[config.mk]
export PLATFORM = sky130hd
export DESIGN_NAME = opnd_shifter
export DESIGN_NICKNAME = d
export VERILOG_FILES = /design/src/rtl/opsh_pkg.sv /design/src/rtl/opsh_decode.sv /design/src/rtl/opsh_src_sel.sv /design/src/rtl/opsh_barrel.sv /design/src/rtl/opnd_shifter.sv
export SDC_FILE = /design/constraint.sdc
export NUM_CORES = 1
export LEC_CHECK = 0
export ABC_CLOCK_PERIOD_IN_PS = 4300
export BUFFER_PORTS_ARGS = -buffer_cell sky130_fd_sc_hd__buf_2
export CORE_UTILIZATION = 25
export DETAILED_ROUTE_END_ITERATION = 8
export HOLD_SLACK_MARGIN = 0.12
export PLACE_DENSITY = 0.38
export SYNTH_ARGS = -nofsm -noshare
export SYNTH_HDL_FRONTEND = slang
export SYNTH_SLANG_ARGS = --single-unit
[constraint.sdc]
create_clock -name clk -period 4.3 [get_ports clk]
set_clock_uncertainty 0.2 [all_clocks]
set_input_delay 0.215 -clock clk [delete_from_list [all_inputs] [get_ports clk]]
set_output_delay 0.215 -clock clk [all_outputs]
set_load 0.05 [all_outputs]
[src/rtl/opsh_pkg.sv]
package opsh_pkg;

  typedef enum logic [1:0] {
    SK_LSL = 2'b00,
    SK_LSR = 2'b01,
    SK_ASR = 2'b10,
    SK_ROR = 2'b11
  } shift_kind_e;

  typedef struct packed {
    logic shl;
    logic shr;
    logic rot;
    logic sext;
    logic ins_carry;
  } shift_ctl_t;

endpackage

[src/rtl/opsh_decode.sv]
module opsh_decode
  import opsh_pkg::*;
#(
  parameter int DW   = 32,
  parameter int SFW  = 5,
  parameter int ROTW = 4,
  parameter int AMW  = SFW + 1
) (
  input  logic            imm_form,
  input  logic [ROTW-1:0] imm_rot,
  input  logic [1:0]      shift_kind,
  input  logic            amt_from_reg,
  input  logic [SFW-1:0]  amt_field,
  input  logic            reserved_bit,
  output shift_ctl_t      ctl,
  output logic [AMW-1:0]  imm_amt,
  output logic            undef_enc
);

  localparam logic [AMW-1:0] FULL = AMW'(DW);
  localparam logic [AMW-1:0] ONE  = AMW'(1);

  shift_kind_e kind;
  assign kind = shift_kind_e'(shift_kind);

  always_comb begin
    ctl     = '0;
    imm_amt = '0;
    if (imm_form) begin
      ctl.rot = 1'b1;
      imm_amt = AMW'({imm_rot, 1'b0});
    end else begin
      imm_amt = AMW'(amt_field);
      unique case (kind)
        SK_LSL: ctl.shl = 1'b1;
        SK_LSR: ctl.shr = 1'b1;
        SK_ASR: begin
          ctl.shr  = 1'b1;
          ctl.sext = 1'b1;
        end
        default: ctl.rot = 1'b1;
      endcase
      if (!amt_from_reg && (amt_field == '0)) begin
        unique case (kind)
          SK_LSR, SK_ASR: imm_amt = FULL;
          SK_ROR: begin
            ctl.rot       = 1'b0;
            ctl.ins_carry = 1'b1;
            imm_amt       = ONE;
          end
          default: imm_amt = '0;
        endcase
      end
    end
  end

  assign undef_enc = ~imm_form & amt_from_reg & reserved_bit;

endmodule

[src/rtl/opsh_src_sel.sv]
module opsh_src_sel #(
  parameter int DW  = 32,
  parameter int IMW = 8,
  parameter int AW  = 8,
  parameter int AMW = 6
) (
  input  logic           imm_form,
  input  logic           amt_from_reg,
  input  logic [DW-1:0]  operand,
  input  logic [IMW-1:0] imm_val,
  input  logic [AMW-1:0] imm_amt,
  input  logic [DW-1:0]  amt_reg_val,
  output logic [DW-1:0]  src,
  output logic [AW-1:0]  amt
);

  localparam int PADW = AW - AMW;

  generate
    if (PADW > 0) begin : g_pad
      assign amt = (amt_from_reg && !imm_form) ? amt_reg_val[AW-1:0]
                                               : {{PADW{1'b0}}, imm_amt};
    end else begin : g_nopad
      assign amt = (amt_from_reg && !imm_form) ? amt_reg_val[AW-1:0]
                                               : imm_amt[AW-1:0];
    end
  endgenerate

  assign src = imm_form ? {{(DW-IMW){1'b0}}, imm_val} : operand;

endmodule

[src/rtl/opsh_barrel.sv]
module opsh_barrel
  import opsh_pkg::*;
#(
  parameter int DW = 32,
  parameter int AW = 8
) (
  input  logic [DW-1:0] src,
  input  logic [AW-1:0] amt,
  input  shift_ctl_t    ctl,
  input  logic          carry_in,
  output logic [DW-1:0] res,
  output logic          cout
);

  localparam int            RW  = $clog2(DW);
  localparam logic [AW-1:0] SAT = AW'(DW + 1);

  logic [AW-1:0]     amt_sat;
  logic [RW-1:0]     rot_amt;
  logic [2*DW-1:0]   lvec;
  logic [2*DW+1:0]   rvec;
  logic [2*DW-1:0]   rotv;
  logic              fill;

  assign amt_sat = (amt > SAT) ? SAT : amt;
  assign rot_amt = amt[RW-1:0];
  assign fill    = ctl.sext & src[DW-1];
  assign lvec    = {{DW{1'b0}}, src} << amt_sat;
  assign rvec    = {{(DW+1){fill}}, src, 1'b0} >> amt_sat;
  assign rotv    = {src, src} >> rot_amt;

  always_comb begin
    res  = src;
    cout = carry_in;
    if (ctl.ins_carry) begin
      res  = {carry_in, src[DW-1:1]};
      cout = src[0];
    end else if (amt == '0) begin
      res  = src;
      cout = carry_in;
    end else if (ctl.rot) begin
      res  = rotv[DW-1:0];
      cout = rotv[DW-1];
    end else if (ctl.shr) begin
      res  = rvec[DW:1];
      cout = rvec[0];
    end else begin
      res  = lvec[DW-1:0];
      cout = lvec[DW];
    end
  end

endmodule

[src/rtl/opnd_shifter.sv]
module opnd_shifter
  import opsh_pkg::*;
#(
  parameter int DW   = 32,
  parameter int IMW  = 8,
  parameter int ROTW = 4,
  parameter int SFW  = 5,
  parameter int AW   = 8
) (
  input  logic            clk,
  input  logic            rst,
  input  logic [DW-1:0]   operand,
  input  logic            carry_in,
  input  logic            imm_form,
  input  logic [IMW-1:0]  imm_val,
  input  logic [ROTW-1:0] imm_rot,
  input  logic [1:0]      shift_kind,
  input  logic            amt_from_reg,
  input  logic [SFW-1:0]  amt_field,
  input  logic [DW-1:0]   amt_reg_val,
  input  logic            reserved_bit,
  output logic [DW-1:0]   result,
  output logic            carry_out,
  output logic            undefined
);

  localparam int AMW = SFW + 1;

  shift_ctl_t     ctl;
  logic [AMW-1:0] imm_amt;
  logic           undef_enc;
  logic [DW-1:0]  src;
  logic [AW-1:0]  amt;
  logic [DW-1:0]  res_d;
  logic           cout_d;

  opsh_decode #(.DW(DW), .SFW(SFW), .ROTW(ROTW), .AMW(AMW)) u_decode (
    .imm_form     (imm_form),
    .imm_rot      (imm_rot),
    .shift_kind   (shift_kind),
    .amt_from_reg (amt_from_reg),
    .amt_field    (amt_field),
    .reserved_bit (reserved_bit),
    .ctl          (ctl),
    .imm_amt      (imm_amt),
    .undef_enc    (undef_enc)
  );

  opsh_src_sel #(.DW(DW), .IMW(IMW), .AW(AW), .AMW(AMW)) u_src (
    .imm_form     (imm_form),
    .amt_from_reg (amt_from_reg),
    .operand      (operand),
    .imm_val      (imm_val),
    .imm_amt      (imm_amt),
    .amt_reg_val  (amt_reg_val),
    .src          (src),
    .amt          (amt)
  );

  opsh_barrel #(.DW(DW), .AW(AW)) u_barrel (
    .src      (src),
    .amt      (amt),
    .ctl      (ctl),
    .carry_in (carry_in),
    .res      (res_d),
    .cout     (cout_d)
  );

  always_ff @(posedge clk) begin
    if (rst) begin
      result    <= '0;
      carry_out <= 1'b0;
      undefined <= 1'b0;
    end else begin
      result    <= res_d;
      carry_out <= cout_d;
      undefined <= undef_enc;
    end
  end

endmodule

==> metrics.md, run 1 <==
| Metric | Value |
|---|---|
| Status | `finished, violations left` |
| Final setup violation count | `0` |
| RSZ-0062 raised after global routing | `false` |
| Min-Delay Path Class | `in2reg` |
| Global route overflow | `0` |
| Total GRT Usage | `39.6%` |
| Site Rows | `slightly below 70` |
| WP data required | `4.26 ns` |
| Final ANT Viol Nets | `0` |
| Number of nets in the layout | `1621` |
| Top FF cell, synth | `dfxtp_1` |
| Crit-path max FO | `28` |
| Fin cells | `1991` |
| Vias per cell | `roughly 7.0` |
| Syn_nets | `between 1000 and 1500` |
| Antenna cells | `0` |
| Synth area leader | `mux2i_1` |
| Pre-CTS WS | `-0.0309 ns` |
| Worst-path clk slew | `~0.05 ns` |
| Failing checks | `DRC` |
| Dpl hpwl | `between 50000 and 60000 um` |
| Synthesized area | `slightly above 9000 um2` |
| Clk sinks | `34` |
| Routed WL | `around 77000 um` |
| Full die area | `37400 um2` |
| Root buf cell | `clkbuf_16` |
| Vias in the first global route | `approximately 13000` |
| Post-Syn Instances | `about 1400` |
| Via Count | `around 14000` |
| Hold Crit Depth | `3` |
| Final WS setup | `~0.018 ns` |
| Core area | `approximately 36000 um2` |
| Num CTS Buffers | `5` |
| Share of Yosys cell area claimed by the top area cell type | `7.87%` |
| Worst Setup Start Kind | `primary input` |
| Post-synth ARST share | `0%` |
| Global-route wire length before repair | `105000 um` |
| DRC errors left | `12` |
| Die width | `around 190 um` |
| Max_slew headroom | `a little under a quarter` |
| Synth Warn # | `0` |
| Worst setup path class | `in2reg` |
| Post-synth EDFFs | `0` |
| Fin crit period | `around 4.3 ns` |
| Iteration-0 DRC Markers | `~2400` |
| Peak VDD IR | `0.163 mV` |
| Top cells by area, synth | `mux2i_1 (7.9%), dfxtp_1 (7.4%), o21ai_0 (6.5%)` |
| H-tree depth | `2` |
| WP data arrival | `about 4.2 ns` |
| Longest Clk Path Bufs | `2` |
| Slew @ Worst Pin | `1.14 ns` |
| Seq/Total Area, Yosys | `approximately 7.4%` |
| Post-synthesis register bit count | `34` |
| Power Total | `3.16 mW` |
| Share of cells above drive strength 1 | `between 20% and 30%` |
| Leakage | `~4.4 nW` |
| Buffers added on ports | `98` |
| Commonest non-fill, non-tap cell in the layout | `buf_4` |
| Initial antenna violation count | `1` |
| DP Cell Count | `1978` |
| Avg WL per Cell | `38.4 um` |
| Largest net degree at the start of global routing | `48` |
| Cell area power density | `276 nW/um2` |
| FMAX | `0.234 GHz` |
| Final Max Slew Viols | `0` |
| Crit share post-route | `about 100%` |
| Distinct cells, synth | `slightly above 80` |
| Synthesized area per cell | `~6.6 um2` |
| CTS tree | `done` |
| Vert. Die Dim | `roughly 190 um` |
| Pre-antenna DRT Iters | `9` |
| CP Capture Type | `flop` |
| Most frequent cells in the layout | `buf_4 (167), nand2_1 (155), o21ai_0 (118), a21oi_1 (115), nor2_1 (100)` |
| IO Count | `about 120` |
| Max-cap violation count | `0` |
| Final Hold Viols | `0` |
| Initial Utilization | `between 20% and 30%` |
| Area grow syn2layout | `24.7%` |
| GP Congestion | `between 1 and 1.5` |
-- metal layers --
metal / up-vias / track usage [%] / wire, um / part of all wire (%)
li1: 5765 / - / - / -
met1: 6821 / 52.3 / 31100 / 41
met2: 1127 / 58.7 / 31700 / 41
met3: 216 / 7.10 / 7730 / 10
met4: 0 / 26.3 / 5940 / 7.8
met5: - / 0 / 0 / 0
-- path summary, 6_finish.rpt --
check  slack, ns           from                     to
max         0.02  shift_kind[0]  result[30]$_SDFF_PP0_
min         0.17    operand[14]  result[13]$_SDFF_PP0_
-- report_power, final --
group | leakage (nW) | switching, mW | internal [mW]
sequential | 0.282 | 0.0101 | 0.360
clock | 0.0739 | 0.135 | 0.229
combinational | 4.03 | 1.68 | 0.738
total | 4.38 | 1.83 | 1.33
-- state kept, by name, indices dropped and copies added, names as in the netlist --
name / flops
undefined: 1
carry_out: 1
result: 32
-- cell usage after synthesis (all sizes together) (16+ instances only) --
library cell  instances
a211oi               48
nand3                46
nor3                 53
o21ai               124
o221ai               19
a221oi               24
a31oi                36
buf                  62
nor2b                24
clkbuf               81
mux2                 26
o31ai                23
nor2                108
o211ai               43
dfxtp                34
o2111ai              16
a22oi                23
a21oi               115
mux2i                73
nand2               158
-- per-stage QoR --
stage / hold slack (ns) / setup TNS [ns] / area, um2 / util, %
final: 0.175 / 0 / 11400 / 31.9
after global routing: 0.176 / 0 / 11400 / 31.9
after CTS: 0.160 / 0 / 11400 / 31.8
after detailed placement: 0.282 / -0.0309 / 11200 / 31.3
after global placement: 0.281 / -0.232 / 11200 / 31.3
after floorplan: 0.143 / 0 / 9160 / -
-- area by class of cell --
class | count | area (um2)
sequential | 34 | 681
clock inverter | 1 | 5.00
multi-input combinational | 1196 | 7920
timing repair buffer | 283 | 2050
clock buffer | 7 | 143
tap | 461 | 577
fill | 4006 | 24400
inverter | 9 | 33.8
-- what timing repair did --
| action | 4_1_cts | 5_1_grt |
|---|---|---|
| gates resized for setup | 0 | 1 |
| hold buffers | 5 | 0 |
| setup buffers | 0 | 0 |
| endpoints found under the setup margin | 0 | 1 |
| endpoints found under the hold margin | 5 | 0 |
-- critical path, cell delays in order --
cell and delay [ns]:
buf_2 0.11, inv_1 0.05, ha_1 0.30, nor4_1 0.38, a22o_2 0.30, o41ai_4 0.12, buf_12 0.19, a21oi_1 0.20
o22ai_1 0.23, o21ai_0 0.61, a21oi_1 0.26, a2111oi_0 0.97, buf_4 0.24, o31ai_1 0.06
-- logic make-up (layout without fill, tap and decap cells) --
family / after synthesis / after routing / share of synthesized area, %
AO/OA/AOI/OAI: 617 / 617 / 46.7
AND/OR/NAND/NOR: 462 / 462 / 23.5
buffers and inverters: 152 / 300 / 6.94
multiplexers: 114 / 114 / 15.0
flip-flops: 34 / 34 / 7.43
adder cells (fa/ha/maj): 3 / 3 / 0.410
No activity file was read; power rests on OpenSTA's default activity.
==> run 2: changes to the inputs <==
SETUP_SLACK_MARGIN = 0.2   (was default)
==> run 2 against run 1 <==
Compared with the run above:
- the flow still finishes with violations (DRC)
- final cell count unchanged
- global-route usage about the same
- clock power about the same
- wire length down 0.24%
- critical path type unchanged
- largest cell class unchanged
- largest power group unchanged
==> metrics.md, run 2 (same netlist as run 1, synthesis figures left out) <==
| Metric | Value |
|---|---|
| Status | `finished, violations left` |
| Failing checks | `DRC` |
| Max-cap violation count | `0` |
| Top reg by flops | `result` |
| FMAX | `0.240 GHz` |
| Largest regs | `result (32), carry_out (1), undefined (1)` |
| IO Count | `about 120` |
| H-tree depth | `2` |
| Setup Buffers After CTS | `0` |
| Most frequent cells in the layout | `buf_4 (167), nand2_1 (155), o21ai_0 (118), a21oi_1 (115), nor2_1 (100)` |
| Vias per cell | `about 7.0` |
| Initial Utilization | `between 20% and 30%` |
| Global-route wire length before repair | `around 110000 um` |
| Cell area power density | `between 200 and 300 nW/um2` |
| Crit share post-route | `a little over nine tenths` |
| Worst Setup Start Kind | `primary input` |
| Largest net degree at the start of global routing | `48` |
| Vert. Die Dim | `roughly 190 um` |
| Leakage | `around 4.4 nW` |
| Hold Crit Depth | `3` |
| Share of cells above drive strength 1 | `around a quarter` |
| Vias in the first global route | `between 10000 and 15000` |
| Iteration-0 DRC Markers | `between 2000 and 2500` |
| Worst setup path class | `in2reg` |
| Crit path largest cell delay | `approximately 0.84 ns` |
| Root buf cell | `clkbuf_16` |
| Pre-antenna DRT Iters | `9` |
| Num CTS Buffers | `5` |
| Full die area | `roughly 37000 um2` |
| Peak VDD IR | `~0.16 mV` |
| Power Total | `between 3 and 4 mW` |
| Crit-path max FO | `28` |
| Worst-path clk slew | `about 0.05 ns` |
| WP data required | `between 4 and 5 ns` |
| Commonest non-fill, non-tap cell in the layout | `buf_4` |
| Final ANT Viol Nets | `0` |
| Critical path's most frequent cell | `a21oi_1` |
| Clk sinks | `34` |
| Core area | `approximately 36000 um2` |
| GP Congestion | `roughly 1` |
| CP Capture Type | `flop` |
| Area grow syn2layout | `24.7%` |
| Avg WL per Cell | `~38 um` |
| Via Count | `about 14000` |
| Final setup violation count | `0` |
| Final Max Slew Viols | `0` |
| Number of nets in the layout | `1621` |
| RSZ-0062 raised after global routing | `true` |
| Largest register FFs | `32` |
| Fin cells | `roughly 2000` |
| Slew @ Worst Pin | `about 0.99 ns` |
| Dpl hpwl | `about 60000 um` |
| Initial antenna violation count | `1` |
| Fin Setup TNS | `0 ns` |
| Fin crit period | `between 4 and 5 ns` |
| Max_slew headroom | `33.2%` |
| Buffers added on ports | `about 100` |
| Die width | `between 150 and 200 um` |
| Min-Delay Path Class | `in2reg` |
| Final Hold Viols | `0` |
| WP data arrival | `~4.1 ns` |
| CTS tree | `done` |
| Antenna cells | `0` |
| Routed WL | `76300 um` |
| Worst hold slack | `about 0.18 ns` |
| DP Cell Count | `a little under 2000` |
| Global route overflow | `0` |
| CP Cell Sequence | `buf_2, inv_1, ha_1, nor4_1, a22o_2, o41ai_4, buf_12, a21oi_1, o22ai_1, o21ai_0, a21oi_1, a2111oi_1, buf_4, o31ai_1` |
| Longest Clk Path Bufs | `2` |
| Total GRT Usage | `39.6%` |
| Worst path slowest cell | `a2111oi_1` |
| DRC errors left | `4` |
| Site Rows | `between 60 and 70` |
[run 2: layout make-up]
cell class | instances | area [um2]
tap | 461 | 577
inverter | 9 | 33.8
multi-input combinational | 1196 | 7920
clock buffer | 7 | 143
clock inverter | 1 | 5.00
sequential | 34 | 681
timing repair buffer | 283 | 2050
fill | 4003 | 24400
[run 2: worst max-delay path, delay by kind of cell]
kind / cells / cell delay (ns)
buffers and inverters: 4 / 0.58
AOI/OAI and AO/OA: 8 / 2.65
adders and majority gates: 1 / 0.30
and+or+nand+nor: 1 / 0.38
[run 2: report_power, final]
| part | switching (mW) | internal (mW) | total (mW) |
|---|---|---|---|
| Combinational | 1.68 | 0.739 | 2.42 |
| Sequential | 0.0103 | 0.360 | 0.370 |
| Clock | 0.136 | 0.230 | 0.366 |
| Total | 1.83 | 1.33 | 3.16 |
[run 2: final timing paths]
kind	slack [ns]	end	startpoint
worst max-delay path	0.13	result[30]$_SDFF_PP0_	shift_kind[0]
worst min-delay path	0.18	result[30]$_SDFF_PP0_	operand[31]
[run 2: stage by stage]
step	cell area [um2]	setup WS (ns)	util, %
2_1_floorplan	9160	0.907	-
3_3_place_gp	11200	-0.178	31.3
3_5_place_dp	11200	-0.0309	31.3
4_1_cts	11400	0.259	31.8
5_1_grt	11400	0.182	31.9
6_report	11400	0.133	31.9
[run 2: per-layer routing]
metal / vias to the layer above / GRT usage, % / routed length [um]
li1: 5770 / - / -
met1: 6809 / 52.3 / 30800
met2: 1122 / 58.7 / 31500
met3: 238 / 7.11 / 7890
met4: 0 / 26.3 / 6080
met5: - / 0 / 0
[run 2: what timing repair did]
action	CTS	global route
hold buffers	5	0
gates resized for setup	0	4
hold endpoints to repair	5	0
endpoints found under the setup margin	0	4
